[config.mk]
export PLATFORM = sky130hd
export DESIGN_NAME = sport_fifo_ctrl
export DESIGN_NICKNAME = d
export VERILOG_FILES = /design/src/rtl/sport_pkg.sv /design/src/rtl/sport_fifo.sv /design/src/rtl/sport_rx_timeout.sv /design/src/rtl/sport_irq_unit.sv /design/src/rtl/sport_fifo_ctrl.sv
export SDC_FILE = /design/constraint.sdc
export NUM_CORES = 1
export LEC_CHECK = 0
export ABC_AREA = 1
export CAP_MARGIN = 10
export CORE_MARGIN = 5
export CORE_UTILIZATION = 50
export CTS_CLUSTER_SIZE = 24
export DETAILED_ROUTE_END_ITERATION = 7
export GPL_TIMING_DRIVEN = 0
export PLACE_DENSITY = 0.71
export SLEW_MARGIN = 40
export SYNTH_ARGS = -nofsm -noshare
export SYNTH_HDL_FRONTEND = slang
export SYNTH_SLANG_ARGS = --single-unit
[constraint.sdc]
create_clock -name clk_i -period 2.1 [get_ports clk_i]
set_input_delay 0.42 -clock clk_i [delete_from_list [all_inputs] [get_ports clk_i]]
set_output_delay 0.42 -clock clk_i [all_outputs]
set_load 0.02 [all_outputs]
[src/rtl/sport_pkg.sv]
package sport_pkg;
  localparam int ST_TX_EMPTY  = 0;
  localparam int ST_TX_NFULL  = 1;
  localparam int ST_RX_NEMPTY = 2;
  localparam int ST_RX_FULL   = 3;
  localparam int ST_BUSY      = 4;
  localparam int ST_W         = 5;

  localparam int IRQ_OVR      = 0;
  localparam int IRQ_TMO      = 1;
  localparam int IRQ_RX_HALF  = 2;
  localparam int IRQ_TX_HALF  = 3;
  localparam int IRQ_W        = 4;

  localparam int DMA_RX       = 0;
  localparam int DMA_TX       = 1;
endpackage

[src/rtl/sport_fifo.sv]
module sport_fifo #(
  parameter int DW    = 16,
  parameter int DEPTH = 8,
  localparam int AW   = $clog2(DEPTH),
  localparam int CW   = $clog2(DEPTH + 1)
) (
  input  logic          clk_i,
  input  logic          rst_ni,
  input  logic          push_i,
  input  logic [DW-1:0] data_i,
  input  logic          pop_i,
  output logic [DW-1:0] head_o,
  output logic [CW-1:0] count_o,
  output logic          full_o,
  output logic          empty_o,
  output logic          push_ok_o,
  output logic          pop_ok_o
);
  logic [DW-1:0] mem_q [DEPTH];
  logic [AW-1:0] wr_ptr_q, rd_ptr_q;
  logic [CW-1:0] cnt_q;

  assign empty_o   = (cnt_q == '0);
  assign full_o    = (cnt_q == CW'(DEPTH));
  assign pop_ok_o  = pop_i & ~empty_o;
  // a full queue still accepts a word if one leaves in the same cycle
  assign push_ok_o = push_i & (~full_o | pop_ok_o);
  assign head_o    = mem_q[rd_ptr_q];
  assign count_o   = cnt_q;

  always_ff @(posedge clk_i) begin
    if (push_ok_o) mem_q[wr_ptr_q] <= data_i;
  end

  always_ff @(posedge clk_i or negedge rst_ni) begin
    if (!rst_ni) begin
      wr_ptr_q <= '0;
      rd_ptr_q <= '0;
      cnt_q    <= '0;
    end else begin
      if (push_ok_o) wr_ptr_q <= wr_ptr_q + AW'(1);
      if (pop_ok_o)  rd_ptr_q <= rd_ptr_q + AW'(1);
      if (push_ok_o && !pop_ok_o)      cnt_q <= cnt_q + CW'(1);
      else if (pop_ok_o && !push_ok_o) cnt_q <= cnt_q - CW'(1);
    end
  end

  a_r3_count_bound: assert property (@(posedge clk_i) disable iff (!rst_ni)
    cnt_q <= CW'(DEPTH));
  a_r3_empty_pop_ignored: assert property (@(posedge clk_i) disable iff (!rst_ni)
    (empty_o && pop_i && !push_i) |=> empty_o);
  a_r3_full_push_dropped: assert property (@(posedge clk_i) disable iff (!rst_ni)
    (full_o && push_i && !pop_i) |=> full_o && $stable(wr_ptr_q));
endmodule

[src/rtl/sport_rx_timeout.sv]
module sport_rx_timeout #(
  parameter int TMO_BITS = 32,
  localparam int TW      = $clog2(TMO_BITS + 1)
) (
  input  logic clk_i,
  input  logic rst_ni,
  input  logic restart_i,
  input  logic nonempty_i,
  input  logic tick_i,
  output logic hit_o
);
  logic [TW-1:0] cnt_q;

  // counter saturates at TMO_BITS so the event fires once per idle spell
  assign hit_o = ~restart_i & nonempty_i & tick_i & (cnt_q == TW'(TMO_BITS - 1));

  always_ff @(posedge clk_i or negedge rst_ni) begin
    if (!rst_ni) begin
      cnt_q <= '0;
    end else if (restart_i || !nonempty_i) begin
      cnt_q <= '0;
    end else if (tick_i && cnt_q != TW'(TMO_BITS)) begin
      cnt_q <= cnt_q + TW'(1);
    end
  end

  a_r6_count_bound: assert property (@(posedge clk_i) disable iff (!rst_ni)
    cnt_q <= TW'(TMO_BITS));
  a_r6_restart_zeroes: assert property (@(posedge clk_i) disable iff (!rst_ni)
    restart_i |=> cnt_q == '0);
endmodule

[src/rtl/sport_irq_unit.sv]
module sport_irq_unit
  import sport_pkg::*;
(
  input  logic             clk_i,
  input  logic             rst_ni,
  input  logic             ovr_set_i,
  input  logic             tmo_set_i,
  input  logic             rx_pop_i,
  input  logic [1:0]       clr_i,
  input  logic             rx_half_i,
  input  logic             tx_half_i,
  input  logic [IRQ_W-1:0] mask_i,
  output logic [IRQ_W-1:0] raw_o,
  output logic [IRQ_W-1:0] masked_o,
  output logic             irq_o
);
  logic ovr_q, tmo_q;

  always_ff @(posedge clk_i or negedge rst_ni) begin
    if (!rst_ni) begin
      ovr_q <= 1'b0;
      tmo_q <= 1'b0;
    end else begin
      if (ovr_set_i)     ovr_q <= 1'b1;
      else if (clr_i[0]) ovr_q <= 1'b0;
      if (tmo_set_i)                    tmo_q <= 1'b1;
      else if (clr_i[1] || rx_pop_i)    tmo_q <= 1'b0;
    end
  end

  always_comb begin
    raw_o              = '0;
    raw_o[IRQ_OVR]     = ovr_q;
    raw_o[IRQ_TMO]     = tmo_q;
    raw_o[IRQ_RX_HALF] = rx_half_i;
    raw_o[IRQ_TX_HALF] = tx_half_i;
  end

  assign masked_o = raw_o & mask_i;
  assign irq_o    = |masked_o;

  a_r5_ovr_sticky: assert property (@(posedge clk_i) disable iff (!rst_ni)
    (raw_o[IRQ_OVR] && !clr_i[0]) |=> raw_o[IRQ_OVR]);
  a_r5_ovr_cause: assert property (@(posedge clk_i) disable iff (!rst_ni)
    $rose(raw_o[IRQ_OVR]) |-> $past(ovr_set_i));
  a_r7_ovr_clear: assert property (@(posedge clk_i) disable iff (!rst_ni)
    (clr_i[0] && !ovr_set_i) |=> !raw_o[IRQ_OVR]);
  a_r7_set_wins: assert property (@(posedge clk_i) disable iff (!rst_ni)
    (ovr_set_i && clr_i[0]) |=> raw_o[IRQ_OVR]);
  a_r6_tmo_clear: assert property (@(posedge clk_i) disable iff (!rst_ni)
    ((clr_i[1] || rx_pop_i) && !tmo_set_i) |=> !raw_o[IRQ_TMO]);
  a_r6_tmo_cause: assert property (@(posedge clk_i) disable iff (!rst_ni)
    $rose(raw_o[IRQ_TMO]) |-> $past(tmo_set_i));
endmodule

[src/rtl/sport_fifo_ctrl.sv]
module sport_fifo_ctrl
  import sport_pkg::*;
#(
  parameter int DW       = 16,
  parameter int DEPTH    = 8,
  parameter int TMO_BITS = 32
) (
  input  logic             clk_i,
  input  logic             rst_ni,
  input  logic             host_wr_i,
  input  logic [DW-1:0]    host_wdata_i,
  input  logic             host_rd_i,
  output logic [DW-1:0]    host_rdata_o,
  input  logic [IRQ_W-1:0] irq_mask_i,
  input  logic [1:0]       irq_clr_i,
  input  logic [1:0]       dma_en_i,
  input  logic             bit_tick_i,
  input  logic             shift_active_i,
  input  logic             tx_take_i,
  output logic [DW-1:0]    tx_word_o,
  input  logic             rx_put_i,
  input  logic [DW-1:0]    rx_word_i,
  output logic [ST_W-1:0]  status_o,
  output logic [IRQ_W-1:0] raw_irq_o,
  output logic [IRQ_W-1:0] masked_irq_o,
  output logic             irq_o,
  output logic             dma_rx_req_o,
  output logic             dma_tx_req_o
);
  localparam int CW   = $clog2(DEPTH + 1);
  localparam int HALF = DEPTH / 2;

  logic [CW-1:0] tx_cnt, rx_cnt;
  logic tx_full, tx_empty, tx_push_ok, tx_pop_ok;
  logic rx_full, rx_empty, rx_push_ok, rx_pop_ok;
  logic ovr_set, tmo_hit;

  sport_fifo #(.DW(DW), .DEPTH(DEPTH)) i_tx_fifo (
    .clk_i, .rst_ni,
    .push_i(host_wr_i), .data_i(host_wdata_i), .pop_i(tx_take_i),
    .head_o(tx_word_o), .count_o(tx_cnt), .full_o(tx_full), .empty_o(tx_empty),
    .push_ok_o(tx_push_ok), .pop_ok_o(tx_pop_ok)
  );

  sport_fifo #(.DW(DW), .DEPTH(DEPTH)) i_rx_fifo (
    .clk_i, .rst_ni,
    .push_i(rx_put_i), .data_i(rx_word_i), .pop_i(host_rd_i),
    .head_o(host_rdata_o), .count_o(rx_cnt), .full_o(rx_full), .empty_o(rx_empty),
    .push_ok_o(rx_push_ok), .pop_ok_o(rx_pop_ok)
  );

  assign ovr_set = rx_put_i & ~rx_push_ok;

  sport_rx_timeout #(.TMO_BITS(TMO_BITS)) i_rx_timeout (
    .clk_i, .rst_ni,
    .restart_i(rx_push_ok | rx_pop_ok), .nonempty_i(~rx_empty),
    .tick_i(bit_tick_i), .hit_o(tmo_hit)
  );

  sport_irq_unit i_irq_unit (
    .clk_i, .rst_ni,
    .ovr_set_i(ovr_set), .tmo_set_i(tmo_hit), .rx_pop_i(rx_pop_ok),
    .clr_i(irq_clr_i),
    .rx_half_i(rx_cnt >= CW'(HALF)), .tx_half_i(tx_cnt <= CW'(HALF)),
    .mask_i(irq_mask_i),
    .raw_o(raw_irq_o), .masked_o(masked_irq_o), .irq_o(irq_o)
  );

  always_comb begin
    status_o               = '0;
    status_o[ST_TX_EMPTY]  = tx_empty;
    status_o[ST_TX_NFULL]  = ~tx_full;
    status_o[ST_RX_NEMPTY] = ~rx_empty;
    status_o[ST_RX_FULL]   = rx_full;
    status_o[ST_BUSY]      = ~tx_empty | shift_active_i;
  end

  assign dma_rx_req_o = dma_en_i[DMA_RX] & ~rx_empty;
  assign dma_tx_req_o = dma_en_i[DMA_TX] & ~tx_full;

  a_r5_drop_keeps_full: assert property (@(posedge clk_i) disable iff (!rst_ni)
    ovr_set |=> rx_cnt == CW'(DEPTH));
  a_r3_tx_drop_full: assert property (@(posedge clk_i) disable iff (!rst_ni)
    (host_wr_i && !tx_push_ok) |=> tx_cnt == CW'(DEPTH));
  a_r3_take_empty_ignored: assert property (@(posedge clk_i) disable iff (!rst_ni)
    (tx_take_i && !tx_pop_ok && !host_wr_i) |=> tx_empty);
  a_r9_dma_rx_has_data: assert property (@(posedge clk_i) disable iff (!rst_ni)
    dma_rx_req_o |-> rx_cnt != '0);
  a_r9_dma_tx_has_room: assert property (@(posedge clk_i) disable iff (!rst_ni)
    dma_tx_req_o |-> tx_cnt != CW'(DEPTH));
  a_r6_tmo_needs_data: assert property (@(posedge clk_i) disable iff (!rst_ni)
    tmo_hit |-> rx_cnt != '0);
endmodule

Word level (Yosys, flattened, before mapping)
Memory sizes are Yosys's and may differ from the RTL's.
Cells that the tools add are included.

operators by class
  $add $sub $neg = 9
  order comparisons = 2
  eq/ne operators = 4
  multiplexer cells = 14
  bitwise gates (word level) = 21
  reduce and logical (&&, ||, !) cells = 19

operator list
  cell                 number
  $mux 4               4
  $add 3x1->3 const B  4
  $mux 6               2
  $and 1x1->1          10
  $reduce_bool 2->1    5
  $add 4x1->4 const B  2
  $eq 4x4->1 const B   2
  $logic_not 4->1      2
  $mux 1               8
  $sub 4x1->4 const B  2
  $add 6x1->6 const B  1
  $eq 6x5->1 const B   1
  $ne 6x6->1 const B   1
  $not 1->1            6
  $logic_and 1x1->1    5
  $and 4x4->4          1
  $ge 4x3->1 const B   1
  $le 4x3->1 const B   1
  $logic_not 1->1      4
  $or 1x1->1           4
  $reduce_or 4->1      1
  $logic_or 1x1->1     2

storage, ports and cells
  register bits after elaboration = 28
  memory bits (writable) = 256
  input port bits = 48
  output and inout port bits = 48
  word-level logic and storage cells = 80
  memories kept = 2

memory list
  name             words  width  read ports  clocked after memory_dff  wr ports  RTL line          source
  i_rx_fifo.mem_q  8      16     1           0                         1         sport_fifo.sv:19  logic [DW-1:0] mem_q [DEPTH];
  i_tx_fifo.mem_q  8      16     1           0                         1         sport_fifo.sv:19

Logic depth before layout (Yosys ltp)
Gate-level depths: netlist of run 1.

  word-level depth = 11
  depth in mapped cells = 15

By module
From an unflattened synthesis of run 1, not the netlist that was laid out.

unflattened totals
  cell total of the unflattened synthesis = 1,253
  area, all modules = 12,554.5 µm²

modules (own cells, without submodules)
  module                   times used  cells an instance  area each (µm²)  seq. area each (µm²)
  sport_fifo at i_rx_fifo  1           642                6,132.1          4,093.9
  sport_fifo at i_tx_fifo  1           512                5,743.0          4,093.9
  sport_rx_timeout         1           54                 430.4            150.1
  sport_irq_unit           1           25                 158.9            50.0
  sport_fifo_ctrl          1           20                 90.1             0.0

Worst setup path before layout of run 1
OpenSTA, ideal clock, no wires.

  path kind = register -> register
  start = register i_rx_fifo.cnt_q[0], in the netlist i_rx_fifo.count_o[0]
  end = memory i_rx_fifo.mem_q[5][0], enable pin
  setup time = 0.409 ns
  arrival = 1.881 ns
  data required time = 1.691 ns
  slack = -0.191 ns
  cell stages (with the launch flop) = 5
  path buffers = 0
  clock period less this slack = 2.291 ns
  cells stage by stage = dfrtp_1 -> nor2_2 -> nand3b_2 -> nand2_4 -> nor3_1

on the way
  longest elaborated chain between the ends = 7
  elaborated cells on any way between the ends = 9
  those cells by class = eq/ne (1); mux (2); bitwise (5); reduce/logical (1)

RTL lines
  item                              RTL line          source
  start: declaration                sport_fifo.sv:21  logic [CW-1:0] cnt_q;
  start signal: assignment          sport_fifo.sv:43  if (push_ok_o && !pop_ok_o) cnt_q <= cnt_q + CW'(1);
  start signal: assignment          sport_fifo.sv:44  else if (pop_ok_o && !push_ok_o) cnt_q <= cnt_q - CW'(1);
  $logic_not 4->1                   sport_fifo.sv:23  assign empty_o = (cnt_q == '0);
  $not 1->1                         sport_fifo.sv:25  assign pop_ok_o = pop_i & ~empty_o;
  $and 1x1->1                       sport_fifo.sv:25
  $or 1x1->1 (*)                    sport_fifo.sv:27  assign push_ok_o = push_i & (~full_o | pop_ok_o);
  $and 1x1->1 (*)                   sport_fifo.sv:27
  $mux 1 (*)                        sport_fifo.sv:32  if (push_ok_o) mem_q[wr_ptr_q] <= data_i;
  $mux 1 (not written as such) (*)  sport_fifo.sv:32
  end: declaration                  sport_fifo.sv:19

Mark *: on every way between the ends. The rest lies on a longest branch, timed or not.

Worst setup path in the final report of run 1
  start = register i_tx_fifo.rd_ptr_q[0]
  end = output port tx_word_o[13]

on the way
  longest elaborated chain between the ends = 1

RTL lines
  item                      RTL line               source
  start: declaration        sport_fifo.sv:20       logic [AW-1:0] wr_ptr_q, rd_ptr_q;
  start signal: assignment  sport_fifo.sv:42       if (pop_ok_o) rd_ptr_q <= rd_ptr_q + AW'(1);
  $mem_v2 8x16              --
  end: declaration          sport_fifo_ctrl.sv:20  output logic [DW-1:0] tx_word_o,

No other way between the ends.

==> summary.txt, run 1 <==
Synthesis
  • Synthesis Warnings: 0
  • Flip-flop and latch count after synthesis: 284
  • Biggest area contributors in the synthesized netlist: edfxtp_1 63%, nand2_1 10%, dfrtp_1 5.8%
  • Cell taking the most area after synthesis: edfxtp_1
  • Post-synthesis async set-or-reset flop share: 0.0986
  • Instance count of the mapped netlist: 1104
  • Synth top area share: 0.632
  • Most instantiated flip-flop cell in the synthesis netlist: edfxtp_1
  • Sequential fraction of the synthesis area: 0.690
  • Library cells used by synthesis: 34
  • Most frequent cell after synthesis: nand2_1
  • Avg Synthesized Cell Area: 11.0 sq um
  • Cell area after synthesis: 0.0122 sq mm
  • Net count after synthesis: 1167
  • EDFF count, synth: 256
  • Commonest cells in the synthesized netlist: 328 x nand2_1, 256 x edfxtp_1, 182 x nor2_1, 95 x o21ai_1, 38 x o21ai_0

Power
  • Power density cells: 1510 mW/mm^2
  • Switch Pwr: 0.00920 W
  • Proportion of power drawn by flip-flops and latches: 0.309
  • Highest ir drop seen on vdd: 1080 uV
  • Post-layout power: 0.0240 W
  • Static leakage power: 6.31 nW
  • Share of total power consumed by net switching: 0.383
  • Internal power consumption: 0.0148 W
  • Part of the total power dissipated in combinational logic: 0.490
  • Clock network power share: 0.201

Die
  • Total Die Area: 0.0275 sq mm
  • Die extent in y: 166 um
  • Initial Util: 0.504
  • Die W: 166 um
  • I/O pin count: 96
  • Total core area: 0.0241 sq mm
  • Number of rows in the core area: 57

Timing
  • Worst-case setup margin in the final layout: -302 ps
  • Slew at the pin with the worst max-slew slack: 670 ps
  • # setup viols final: 32
  • Final clock skew: 17.2 ps
  • Hold Vio Cnt, Final: 0
  • Final Slew Violations: 0
  • Tightest slew margin relative to the limit: 0.553
  • Time the final worst path needs with I/O delays and setup: 2400 ps
  • Period utilisation layout: 1.14
  • FMAX: 416 MHz
  • Setup repair after global routing missed its margin: true

Critical path
  • Maximum fanout count along the critical path: 7
  • Arrival time of the worst setup path: 1980 ps
  • Setup slack, reg-to-reg: 20 ps
  • FF-to-FF path depth: 7
  • Worst setup EP type: output port
  • Crit start category: flip-flop
  • Required time at the worst-slack endpoint: 1680 ps
  • Type of the worst setup path: flip-flop to output port

CTS
  • Clock Root Buffer: clkbuf_16
  • Longest Clk Path Bufs: 3
  • Deepest level of the CTS H-tree: 1
  • Reg clk slew, reported paths: 60 ps
  • Number of clock buffers inserted by TritonCTS: 29
  • Clock sink total: 284
  • Clk Latency, worst-skew pair: 540 ps
  • CTS tree: yes

Finish
  • Design area: 0.0160 sq mm
  • Fin nets: 1353
  • Antenna cell count: 0
  • Fraction of layout cells with a size suffix above 1: 0.271
  • Area Overhead vs Synth: 31.2%
  • Non-filler cells, final: 1637

Min path
  • Hold/Removal Path Class: input pin to asynchronous set/reset pin

Routing
  • Total detailed-routing wirelength: 30500 um
  • Via density per instance: 5.27
  • Average detailed-routed wire length per instance: 18.6 um
  • Number of optimization iterations in the first detailed-route pass: 5
  • Number of vias in the routed layout: 8626
  • Number of DRC markers after the initial detailed-route iteration: 652
  • Number of nets still failing antenna checks after routing: 0
  • Post-detailed-route DRC marker count: 0

GRT
  • Number of antenna violations at the first check in global routing: 0
  • Vias in the first global route: 8496
  • Maximum number of pins on one net before global-route repair: 29
  • Overall Global Routing Usage: 0.209
  • GRT overflow: 0
  • Global-route wire length before repair: 45900 um

Flow run
  • Number of max-cap violations: 0

Run status
  • Outcome: finished, violations left
  • Violations in the final reports: setup timing

Placed design
  • Number of port buffers: 95
  • Detailed-placement wirelength estimate: 18500 um
  • Instance count after placement with tap cells included: 1541
  • RD Place Congestion: 0.810
  • Area after DPL: 0.0137 sq mm
==> path summary, 6_finish.rpt <==
| path | startpoint | endpoint |
|---|---|---|
| setup reg to reg | i_tx_fifo.count_o[2]$_DFFE_PN0P_ | i_tx_fifo.mem_q[1][12]$_DFFE_PP_ |
| max in group asynchronous | rst_ni | i_tx_fifo.rd_ptr_q[0]$_DFFE_PN0P_ |
| setup / recovery | i_tx_fifo.rd_ptr_q[0]$_DFFE_PN0P_ | tx_word_o[13] |
| hold / removal | rst_ni | i_rx_fifo.count_o[2]$_DFFE_PN0P_ |
| min in group clk_i | irq_clr_i[0] | i_irq_unit.ovr_q$_DFFE_PN0P_ |
| hold reg to reg | i_tx_fifo.wr_ptr_q[0]$_DFFE_PN0P_ | i_tx_fifo.wr_ptr_q[0]$_DFFE_PN0P_ |
==> sequential cells by signal, indices dropped and copies added (netlist names) <==
signal / flops
i_rx_fifo.mem_q: 128
i_tx_fifo.mem_q: 128
i_rx_timeout.cnt_q: 6
i_rx_fifo.count_o: 4
i_tx_fifo.count_o: 4
i_rx_fifo.rd_ptr_q: 3
i_rx_fifo.wr_ptr_q: 3
i_tx_fifo.rd_ptr_q: 3
i_tx_fifo.wr_ptr_q: 3
i_irq_unit.ovr_q: 1
i_irq_unit.tmo_q: 1
==> critical path, stage by stage, from the launching register on <==
cell	delay [ps]
dfrtp_2	490
inv_4	110
buf_12	160
buf_12	140
nand2_2	50
nand2_1	60
nand2_1	50
o21ai_1	80
nand2_1	90
nand2_2	100
buf_6	120
==> cells by family after synthesis <==
logic type                 Yosys count  share of synthesized area
xor gates and xnor gates            11                    0.00792
and+or+nand+nor                    555                      0.178
AOI/OAI and AO/OA                  140                     0.0585
adders and majority gates           15                     0.0167
DFF                                284                      0.690
buffers and inverters               99                     0.0487
==> cell usage in the layout, fill, tap and decap left out, types with 6 or more instances in the layout <==
cell type | netlist | final
ha_1 | 13 | 9
xor2_1 | 6 | 6
nor2_4 | 0 | 19
buf_2 | 19 | 21
nand3_1 | 20 | 17
buf_12 | 0 | 16
clkbuf_16 | 0 | 31
buf_8 | 0 | 13
o21ai_2 | 0 | 22
dfrtp_2 | 0 | 6
o21ai_0 | 38 | 27
nor3_4 | 0 | 6
nand2_2 | 2 | 47
nand2_1 | 328 | 275
nor2_2 | 3 | 15
nand2_4 | 1 | 9
o21ai_1 | 95 | 83
buf_4 | 14 | 48
buf_6 | 19 | 52
dfrtp_1 | 28 | 22
inv_2 | 4 | 9
clkdlybuf4s50_1 | 0 | 47
clkbuf_1 | 2 | 10
edfxtp_1 | 256 | 256
nor2_1 | 182 | 151
inv_1 | 36 | 27
==> area by class of cell <==
type                            instances  area, sq um
Clock inverter                         13          100
Tap cell                              324          405
Clock buffer                           41          791
Multi-Input combinational cell        721         3810
Buffer                                 56          681
Fill cell                            1778         8150
Inverter                               42          175
Timing Repair Buffer                  156         1600
Sequential cell                       284         8400
==> power by group through the flow <==
stage	Sequential (W)	Clock [W]	Combinational, W
2_1_floorplan	0.00740	0	0.00564
3_3_place_gp	0.00746	0	0.00871
3_5_place_dp	0.00747	0	0.00905
4_1_cts	0.00736	0.00488	0.0107
5_1_grt	0.00748	0.00514	0.0128
6_report	0.00742	0.00483	0.0118
==> per-stage QoR <==
stage	utilization	hold WS, ps	worst slack (ps)	TNS [ps]
final	0.662	452	-302	-7360
after global placement	0.561	492	-1810	-313560
after floorplan	-	124	-191	-21320
after CTS	0.639	434	-270	-6720
after detailed placement	0.570	494	-578	-76800
after global routing	0.662	433	-404	-10560
==> layer usage <==
layer | global-route usage | routed length [um] | vias up
met2 | 0.377 | 15700 | 365
met1 | 0.265 | 11900 | 4090
met4 | 0.0481 | 662 | 0
met5 | 0 | 0 | -
met3 | 0.0367 | 2170 | 57
li1 | - | - | 4114
==> what timing repair did <==
action / in CTS / in global routing
endpoints found under the hold margin: 28 / 0
cloned: 5 / 2
resized for setup: 358 / 146
endpoints found under the setup margin: 52 / 85
hold buffers: 1 / 0
pin swaps: 31 / 62
setup buffers: 26 / 12
(Power assumes the default switching activity.)
==> run 2, diff against run 1 <==
- CAP_MARGIN: 10 -> not set
- TNS_END_PERCENT: not set -> 1
==> run 2 against run 1 <==
  * The flow still finishes with violations (setup timing)
  * Clock power down 3%
  * Via count down 3.3%
  * Final cell count down 1.7%
  * Hold slack worse by 11 ps
  * Largest cell class unchanged
  * Highest routed layer unchanged
==> summary.txt, run 2 (synthesis gave the netlist of run 1 again) <==
Critical path
  • Critical path's most frequent cell: nand2_1 (unchanged)
  • Type of the worst setup path: flip-flop to output port (unchanged)
  • Sequence of cells on the critical path: buf_6, buf_6, nand2_1, nand2_1, nand2_1, o21ai_1, nand2_1, nand2_2, buf_6 (was inv_4, buf_12, buf_12, nand2_2, nand2_1, nand2_1, o21ai_1, nand2_1, nand2_2, buf_6)
  • Arrival time of the worst setup path: 1920 ps (was 1980 ps)
  • Beginning of the worst register-to-register path: i_tx_fifo.count_o[1]$_DFFE_PN0P_ (was i_tx_fifo.count_o[2]$_DFFE_PN0P_)
  • Buffers & Inverters on Critical Path: 3 (was 4)
  • Kind of cell adding the most delay to the critical path: buffers and inverters (unchanged)
  • FF-to-FF path depth: 12 (was 7)
  • Worst setup EP type: output port (unchanged)
  • Setup slack, reg-to-reg: -50 ps (was 20 ps)
  • Capture instance of the worst register-to-register path: i_tx_fifo.count_o[3]$_DFFE_PN0P_ (was i_tx_fifo.mem_q[1][12]$_DFFE_PP_)
  • Crit start category: flip-flop (unchanged)
  • Standard cell with the maximum stage delay on the critical path: dfrtp_2 (unchanged)
  • Crit path largest cell delay: 430 ps (was 490 ps)
  • Required time at the worst-slack endpoint: 1680 ps (about the same)
  • Maximum fanout count along the critical path: 10 (was 7)

Run status
  • Violations in the final reports: setup timing (unchanged)
  • Outcome: finished, violations left (unchanged)

Timing
  • FMAX: 427 MHz (was 416 MHz)
  • Period utilisation layout: 1.12 (was 1.14)
  • Final Slew Violations: 0 (unchanged)
  • Tightest hold margin: 441 ps (was 452 ps)
  • Setup repair after global routing missed its margin: true (unchanged)
  • # setup viols final: 38 (was 32)
  • Final clock skew: 22.1 ps (was 17.2 ps)
  • Worst-case setup margin in the final layout: -242 ps (was -302 ps)
  • Tightest slew margin relative to the limit: 0.559 (was 0.553)
  • Total negative slack: -6280 ps (was -7360 ps)
  • Slew at the pin with the worst max-slew slack: 662 ps (was 670 ps)
  • Hold Vio Cnt, Final: 0 (unchanged)
  • Time the final worst path needs with I/O delays and setup: 2340 ps (was 2400 ps)

GRT
  • Maximum number of pins on one net before global-route repair: 29 (unchanged)
  • Vias in the first global route: 8002 (was 8496)
  • Global-route wire length before repair: 43800 um (was 45900 um)
  • Overall Global Routing Usage: 0.199 (was 0.209)
  • GRT overflow: 0 (unchanged)
  • Number of antenna violations at the first check in global routing: 0 (unchanged)

Routing
  • Via density per instance: 5.19 (was 5.27)
  • Number of vias in the routed layout: 8345 (was 8626)
  • Number of DRC markers after the initial detailed-route iteration: 613 (was 652)
  • Average detailed-routed wire length per instance: 17.7 um (was 18.6 um)
  • Number of optimization iterations in the first detailed-route pass: 5 (unchanged)
  • Post-detailed-route DRC marker count: 0 (unchanged)
  • Total detailed-routing wirelength: 28400 um (was 30500 um)
  • Number of nets still failing antenna checks after routing: 0 (unchanged)

Power
  • Static leakage power: 6.00 nW (was 6.31 nW)
  • Switch Pwr: 0.00854 W (was 0.00920 W)
  • Highest ir drop seen on vdd: 1030 uV (was 1080 uV)
  • Internal power consumption: 0.0137 W (was 0.0148 W)
  • Power density cells: 1470 mW/mm^2 (was 1510 mW/mm^2)
  • Part of the total power dissipated in combinational logic: 0.456 (was 0.490)
  • Clock network power share: 0.210 (was 0.201)
  • Proportion of power drawn by flip-flops and latches: 0.334 (was 0.309)
  • Share of total power consumed by net switching: 0.384 (was 0.383)

Finish
  • Fin nets: 1326 (was 1353)
  • Antenna cell count: 0 (unchanged)
  • Area Overhead vs Synth: 24.4% (was 31.2%)
  • Most common library cell in the layout ignoring fill and taps: nand2_1 (unchanged)
  • Design area: 0.0151 sq mm (was 0.0160 sq mm)
  • Fraction of layout cells with a size suffix above 1: 0.203 (was 0.271)
  • Most used cells in the layout excluding fill and tap cells: 305 x nand2_1, 256 x edfxtp_1, 165 x nor2_1, 93 x o21ai_1, 49 x buf_4 (was 275 x nand2_1, 256 x edfxtp_1, 151 x nor2_1, 83 x o21ai_1, 52 x buf_6)
  • Largest registers in the final layout: i_rx_fifo.mem_q (128), i_tx_fifo.mem_q (128), i_rx_timeout.cnt_q (6) (unchanged)
  • Non-filler cells, final: 1609 (was 1637)

CTS
  • Number of clock buffers inserted by TritonCTS: 28 (was 29)
  • Deepest level of the CTS H-tree: 1 (unchanged)
  • CTS tree: yes (unchanged)
  • Clk Latency, worst-skew pair: 540 ps (about the same)
  • Clock Root Buffer: clkbuf_16 (unchanged)
  • Reg clk slew, reported paths: 60 ps (about the same)
  • Longest Clk Path Bufs: 3 (unchanged)
  • Clock sink total: 284 (unchanged)

Placed design
  • Number of port buffers: 95 (unchanged)
  • Instance count after placement with tap cells included: 1541 (unchanged)
  • RD Place Congestion: 0.824 (was 0.810)
  • Area after DPL: 0.0137 sq mm (about the same)
  • Detailed-placement wirelength estimate: 18300 um (was 18500 um)

Die
  • Total core area: 0.0241 sq mm (unchanged)
  • Die extent in y: 166 um (unchanged)
  • Total Die Area: 0.0275 sq mm (unchanged)
  • Number of rows in the core area: 57 (unchanged)
  • I/O pin count: 96 (unchanged)
  • Die W: 166 um (unchanged)
  • Initial Util: 0.504 (unchanged)

Min path
  • Hold/Removal Path Class: input pin to asynchronous set/reset pin (unchanged)

Flow run
  • Number of max-cap violations: 0 (unchanged)
==> run 2: metrics by stage <==
stage / utilization / worst slack [ps] / total power, W
CTS: 0.617 / -249 / 0.0218
floorplan: - / -191 / 0.0130
global route: 0.628 / -336 / 0.0235
global placement: 0.561 / -1830 / 0.0162
detailed placement: 0.570 / -587 / 0.0165
finish: 0.628 / -242 / 0.0222
==> run 2: worst reg2reg max path, delay by kind of cell (launching register included) <==
family,cells,cell delay (ps)
AND/OR/NAND/NOR,8,960
adder cells (fa/ha/maj),2,450
buffers and inverters,2,170
flip-flops,1,450
==> run 2: repair_timing <==
item / 4_1_cts / 5_1_grt
setup buffers: 7 / 6
hold buffers: 1 / 0
hold endpoints to repair: 28 / 0
pin swaps: 22 / 14
endpoints found under the setup margin: 68 / 111
gates resized for setup: 282 / 63
gates cloned: 1 / 2
==> run 2: cell type report <==
| cell class | instances | area (sq um) |
|---|---|---|
| fill | 1917 | 8970 |
| inverter | 42 | 175 |
| clock buffer | 39 | 793 |
| sequential | 284 | 8400 |
| multi-input combinational | 721 | 3490 |
| clock inverter | 13 | 68.8 |
| tap | 324 | 405 |
| timing repair buffer | 130 | 1220 |
| buffer | 56 | 583 |
==> run 2: power by group through the flow <==
stage	Clock, W	Combinational, W	Sequential (W)
2_1_floorplan	0	0.00563	0.00740
3_3_place_gp	0	0.00870	0.00747
4_1_cts	0.00475	0.00967	0.00739
6_report	0.00468	0.0101	0.00743
3_5_place_dp	0	0.00905	0.00746
5_1_grt	0.00500	0.0111	0.00749
==> run 2: how the worst max path moves through the flow <==
stage,start,end,slack [ps],cells after the start
2_1_floorplan,i_rx_fifo.count_o[0]$_DFFE_PN0P_,i_rx_fifo.mem_q[5][0]$_DFFE_PP_,-190,4
5_1_grt,i_rx_fifo.rd_ptr_q[0]$_DFFE_PN0P_,host_rdata_o[4],-340,9
3_5_place_dp,host_rd_i,i_rx_fifo.count_o[3]$_DFFE_PN0P_,-590,12
3_3_place_gp,host_rd_i,i_rx_fifo.mem_q[7][10]$_DFFE_PP_,-1830,4
6_report,i_rx_fifo.rd_ptr_q[0]$_DFFE_PN0P_,host_rdata_o[4],-240,9
4_1_cts,i_rx_fifo.rd_ptr_q[0]$_DFFE_PN0P_,host_rdata_o[4],-250,10
==> run 2: per-layer routing <==
metal / global-route usage / vias up / wire length (um)
met2: 0.345 / 328 / 14200
li1: - / 4037 / -
met3: 0.0271 / 52 / 2030
met1: 0.268 / 3928 / 11500
met4: 0.0488 / 0 / 697
met5: 0 / - / 0
==> run 3, diff against run 2 <==
- CORE_UTILIZATION: 50 -> 53
- PLACE_DENSITY: 0.71 -> 0.74
==> run 3 against run 2 <==
  * The flow still finishes with violations (setup timing)
  * First-iteration DRC count is 17% higher
  * Clock skew decreased by 14 ps
  * Sequential cell count stayed put
  * Largest cell class unchanged
==> summary.txt, run 3 (synthesis gave the netlist of run 1 again) <==
Run status
  • Outcome: finished, violations left (unchanged)
  • Violations in the final reports: setup timing (unchanged)

Die
  • Total Die Area: 0.0261 sq mm (was 0.0275 sq mm)
  • Die W: 161 um (was 166 um)
  • Die extent in y: 161 um (was 166 um)
  • Initial Util: 0.537 (was 0.504)
  • I/O pin count: 96 (unchanged)
  • Number of rows in the core area: 55 (was 57)
  • Total core area: 0.0226 sq mm (was 0.0241 sq mm)

Timing
  • Setup repair after global routing missed its margin: true (unchanged)
  • Period utilisation layout: 1.12 (about the same)
  • Total negative slack: -6460 ps (was -6280 ps)
  • Slew at the pin with the worst max-slew slack: 668 ps (was 662 ps)
  • Tightest slew margin relative to the limit: 0.555 (was 0.559)
  • FMAX: 425 MHz (was 427 MHz)
  • Time the final worst path needs with I/O delays and setup: 2350 ps (was 2340 ps)
  • # setup viols final: 37 (was 38)
  • Worst-case setup margin in the final layout: -251 ps (was -242 ps)
  • Final Slew Violations: 0 (unchanged)
  • Hold Vio Cnt, Final: 0 (unchanged)
  • Final clock skew: 8.44 ps (was 22.1 ps)

CTS
  • Longest Clk Path Bufs: 3 (unchanged)
  • Clock Root Buffer: clkbuf_16 (unchanged)
  • Deepest level of the CTS H-tree: 1 (unchanged)
  • CTS tree: yes (unchanged)
  • Clk Latency, worst-skew pair: 540 ps (about the same)
  • Number of clock buffers inserted by TritonCTS: 28 (unchanged)
  • Clock sink total: 284 (unchanged)
  • Reg clk slew, reported paths: 60 ps (about the same)

Placed design
  • Area after DPL: 0.0137 sq mm (about the same)
  • Number of port buffers: 95 (unchanged)
  • Instance count after placement with tap cells included: 1501 (was 1541)
  • Detailed-placement wirelength estimate: 18000 um (was 18300 um)
  • RD Place Congestion: 0.791 (was 0.824)

Critical path
  • Worst setup EP type: output port (unchanged)
  • Worst setup path endpoint: host_rdata_o[4] (unchanged)
  • Beginning of the worst register-to-register path: i_rx_fifo.count_o[1]$_DFFE_PN0P_ (was i_tx_fifo.count_o[1]$_DFFE_PN0P_)
  • Required time at the worst-slack endpoint: 1680 ps (about the same)
  • Arrival time of the worst setup path: 1930 ps (was 1920 ps)
  • Capture instance of the worst register-to-register path: i_rx_fifo.count_o[3]$_DFFE_PN0P_ (was i_tx_fifo.count_o[3]$_DFFE_PN0P_)
  • Maximum fanout count along the critical path: 10 (unchanged)
  • FF-to-FF path depth: 12 (unchanged)
  • Type of the worst setup path: flip-flop to output port (unchanged)
  • Setup slack, reg-to-reg: -100 ps (was -50 ps)
  • Crit start category: flip-flop (unchanged)
  • Critical path startpoint: i_rx_fifo.rd_ptr_q[0]$_DFFE_PN0P_ (unchanged)

Routing
  • Total detailed-routing wirelength: 28800 um (was 28400 um)
  • Average detailed-routed wire length per instance: 18.4 um (was 17.7 um)
  • Via density per instance: 5.37 (was 5.19)
  • Number of optimization iterations in the first detailed-route pass: 5 (unchanged)
  • Number of nets still failing antenna checks after routing: 0 (unchanged)
  • Number of DRC markers after the initial detailed-route iteration: 719 (was 613)
  • Post-detailed-route DRC marker count: 0 (unchanged)
  • Number of vias in the routed layout: 8439 (was 8345)

GRT
  • Number of antenna violations at the first check in global routing: 2 (was 0)
  • Global-route wire length before repair: 43800 um (about the same)
  • Maximum number of pins on one net before global-route repair: 29 (unchanged)
  • GRT overflow: 0 (unchanged)
  • Overall Global Routing Usage: 0.215 (was 0.199)
  • Vias in the first global route: 8221 (was 8002)

Power
  • Proportion of power drawn by flip-flops and latches: 0.325 (was 0.334)
  • Power density cells: 1500 mW/mm^2 (was 1470 mW/mm^2)
  • Share of total power consumed by net switching: 0.377 (was 0.384)
  • Static leakage power: 6.06 nW (was 6.00 nW)
  • Switch Pwr: 0.00861 W (was 0.00854 W)
  • Highest ir drop seen on vdd: 1170 uV (was 1030 uV)
  • Part of the total power dissipated in combinational logic: 0.448 (was 0.456)
  • Clock network power share: 0.227 (was 0.210)
  • Post-layout power: 0.0229 W (was 0.0222 W)
  • Internal power consumption: 0.0143 W (was 0.0137 W)

Finish
  • Most used cells in the layout excluding fill and tap cells: 311 x nand2_1, 256 x edfxtp_1, 147 x nor2_1, 99 x o21ai_1, 47 x clkdlybuf4s50_1 (was 305 x nand2_1, 256 x edfxtp_1, 165 x nor2_1, 93 x o21ai_1, 49 x buf_4)
  • Largest registers in the final layout: i_rx_fifo.mem_q (128), i_tx_fifo.mem_q (128), i_rx_timeout.cnt_q (6) (unchanged)
  • Fraction of layout cells with a size suffix above 1: 0.214 (was 0.203)
  • Non-filler cells, final: 1571 (was 1609)
  • Area Overhead vs Synth: 25.3% (was 24.4%)
  • Most common library cell in the layout ignoring fill and taps: nand2_1 (unchanged)
  • Design area: 0.0152 sq mm (was 0.0151 sq mm)
  • Fin nets: 1327 (was 1326)

Min path
  • Hold/Removal Path Class: input pin to flip-flop (was input pin to asynchronous set/reset pin)

Flow run
  • Number of max-cap violations: 0 (unchanged)
[run 3: changes by cell type in the layout (fill, tap and decap cells not counted), sizes merged]
cell,previous run,this run
clkinv,14,10
clkinvlp,1,4
buf,127,126
clkbuf,45,42
dlygate4sd2,5,3
dlymetal6s2s,0,1
diode,0,1
clkdlybuf4s50,46,47
clkdlybuf4s15,1,2
bufinv,0,4
[run 3: power by group through the flow]
stage | registers [W] | clock network [W] | logic [W]
after floorplan | 0.00740 | 0 | 0.00563
after detailed placement | 0.00746 | 0 | 0.00906
after global routing | 0.00751 | 0.00544 | 0.0112
after global placement | 0.00747 | 0 | 0.00870
final | 0.00744 | 0.00519 | 0.0102
after CTS | 0.00739 | 0.00522 | 0.00957
[run 3: routing by layer]
layer / share of wire / GRT usage / up-vias
met5: 0.00045 / 0 / -
met3: 0.074 / 0.0398 / 45
met1: 0.39 / 0.264 / 4004
li1: - / - / 4037
met4: 0.024 / 0.0516 / 2
met2: 0.52 / 0.394 / 351
[run 3: how the worst min path moves through the flow]
stage / startpoint / end / slack (ps) / depth (start not counted)
2_1_floorplan: rst_ni / i_irq_unit.ovr_q$_DFFE_PN0P_ / 120 / 0
3_3_place_gp: i_rx_fifo.wr_ptr_q[0]$_DFFE_PN0P_ / i_rx_fifo.wr_ptr_q[0]$_DFFE_PN0P_ / 490 / 2
3_5_place_dp: rst_ni / i_rx_fifo.count_o[1]$_DFFE_PN0P_ / 500 / 1
4_1_cts: irq_clr_i[0] / i_irq_unit.ovr_q$_DFFE_PN0P_ / 440 / 2
5_1_grt: irq_clr_i[0] / i_irq_unit.ovr_q$_DFFE_PN0P_ / 440 / 2
6_report: irq_clr_i[0] / i_irq_unit.ovr_q$_DFFE_PN0P_ / 440 / 2
[run 3: area by class of cell]
cell class | count | area [sq um]
Antenna cell | 1 | 2.50
Fill cell | 1601 | 7400
Clock buffer | 35 | 778
Sequential cell | 284 | 8400
Inverter | 42 | 170
Multi-Input combinational cell | 721 | 3490
Timing Repair Buffer | 130 | 1240
Buffer | 57 | 613
Clock inverter | 16 | 186
Tap cell | 285 | 357
[run 3: stage by stage]
step	utilization	hold slack (ps)	setup WS [ps]
3_5_place_dp	0.604	498	-602
6_report	0.673	443	-251
4_1_cts	0.658	436	-225
3_3_place_gp	0.595	493	-1680
2_1_floorplan	-	124	-191
5_1_grt	0.673	438	-327
[run 3: worst max-delay path, stage by stage (launching register included)]
cell and delay, ps:
dfrtp_2 460, inv_2 100, buf_12 150, buf_8 130, nand2_1 60, nand2_1 70, nand2_1 50, o21ai_1 80
nand2_1 70, nand2_2 100, buf_6 130
[run 3: what timing repair did]
action | CTS | global route
hold buffers | 1 | 0
buffers inserted | 9 | 2
endpoints found under the setup margin | 56 | 119
cloned | 2 | 4
hold endpoints to repair | 28 | 0
pin swaps | 14 | 22
resized for setup | 259 | 91
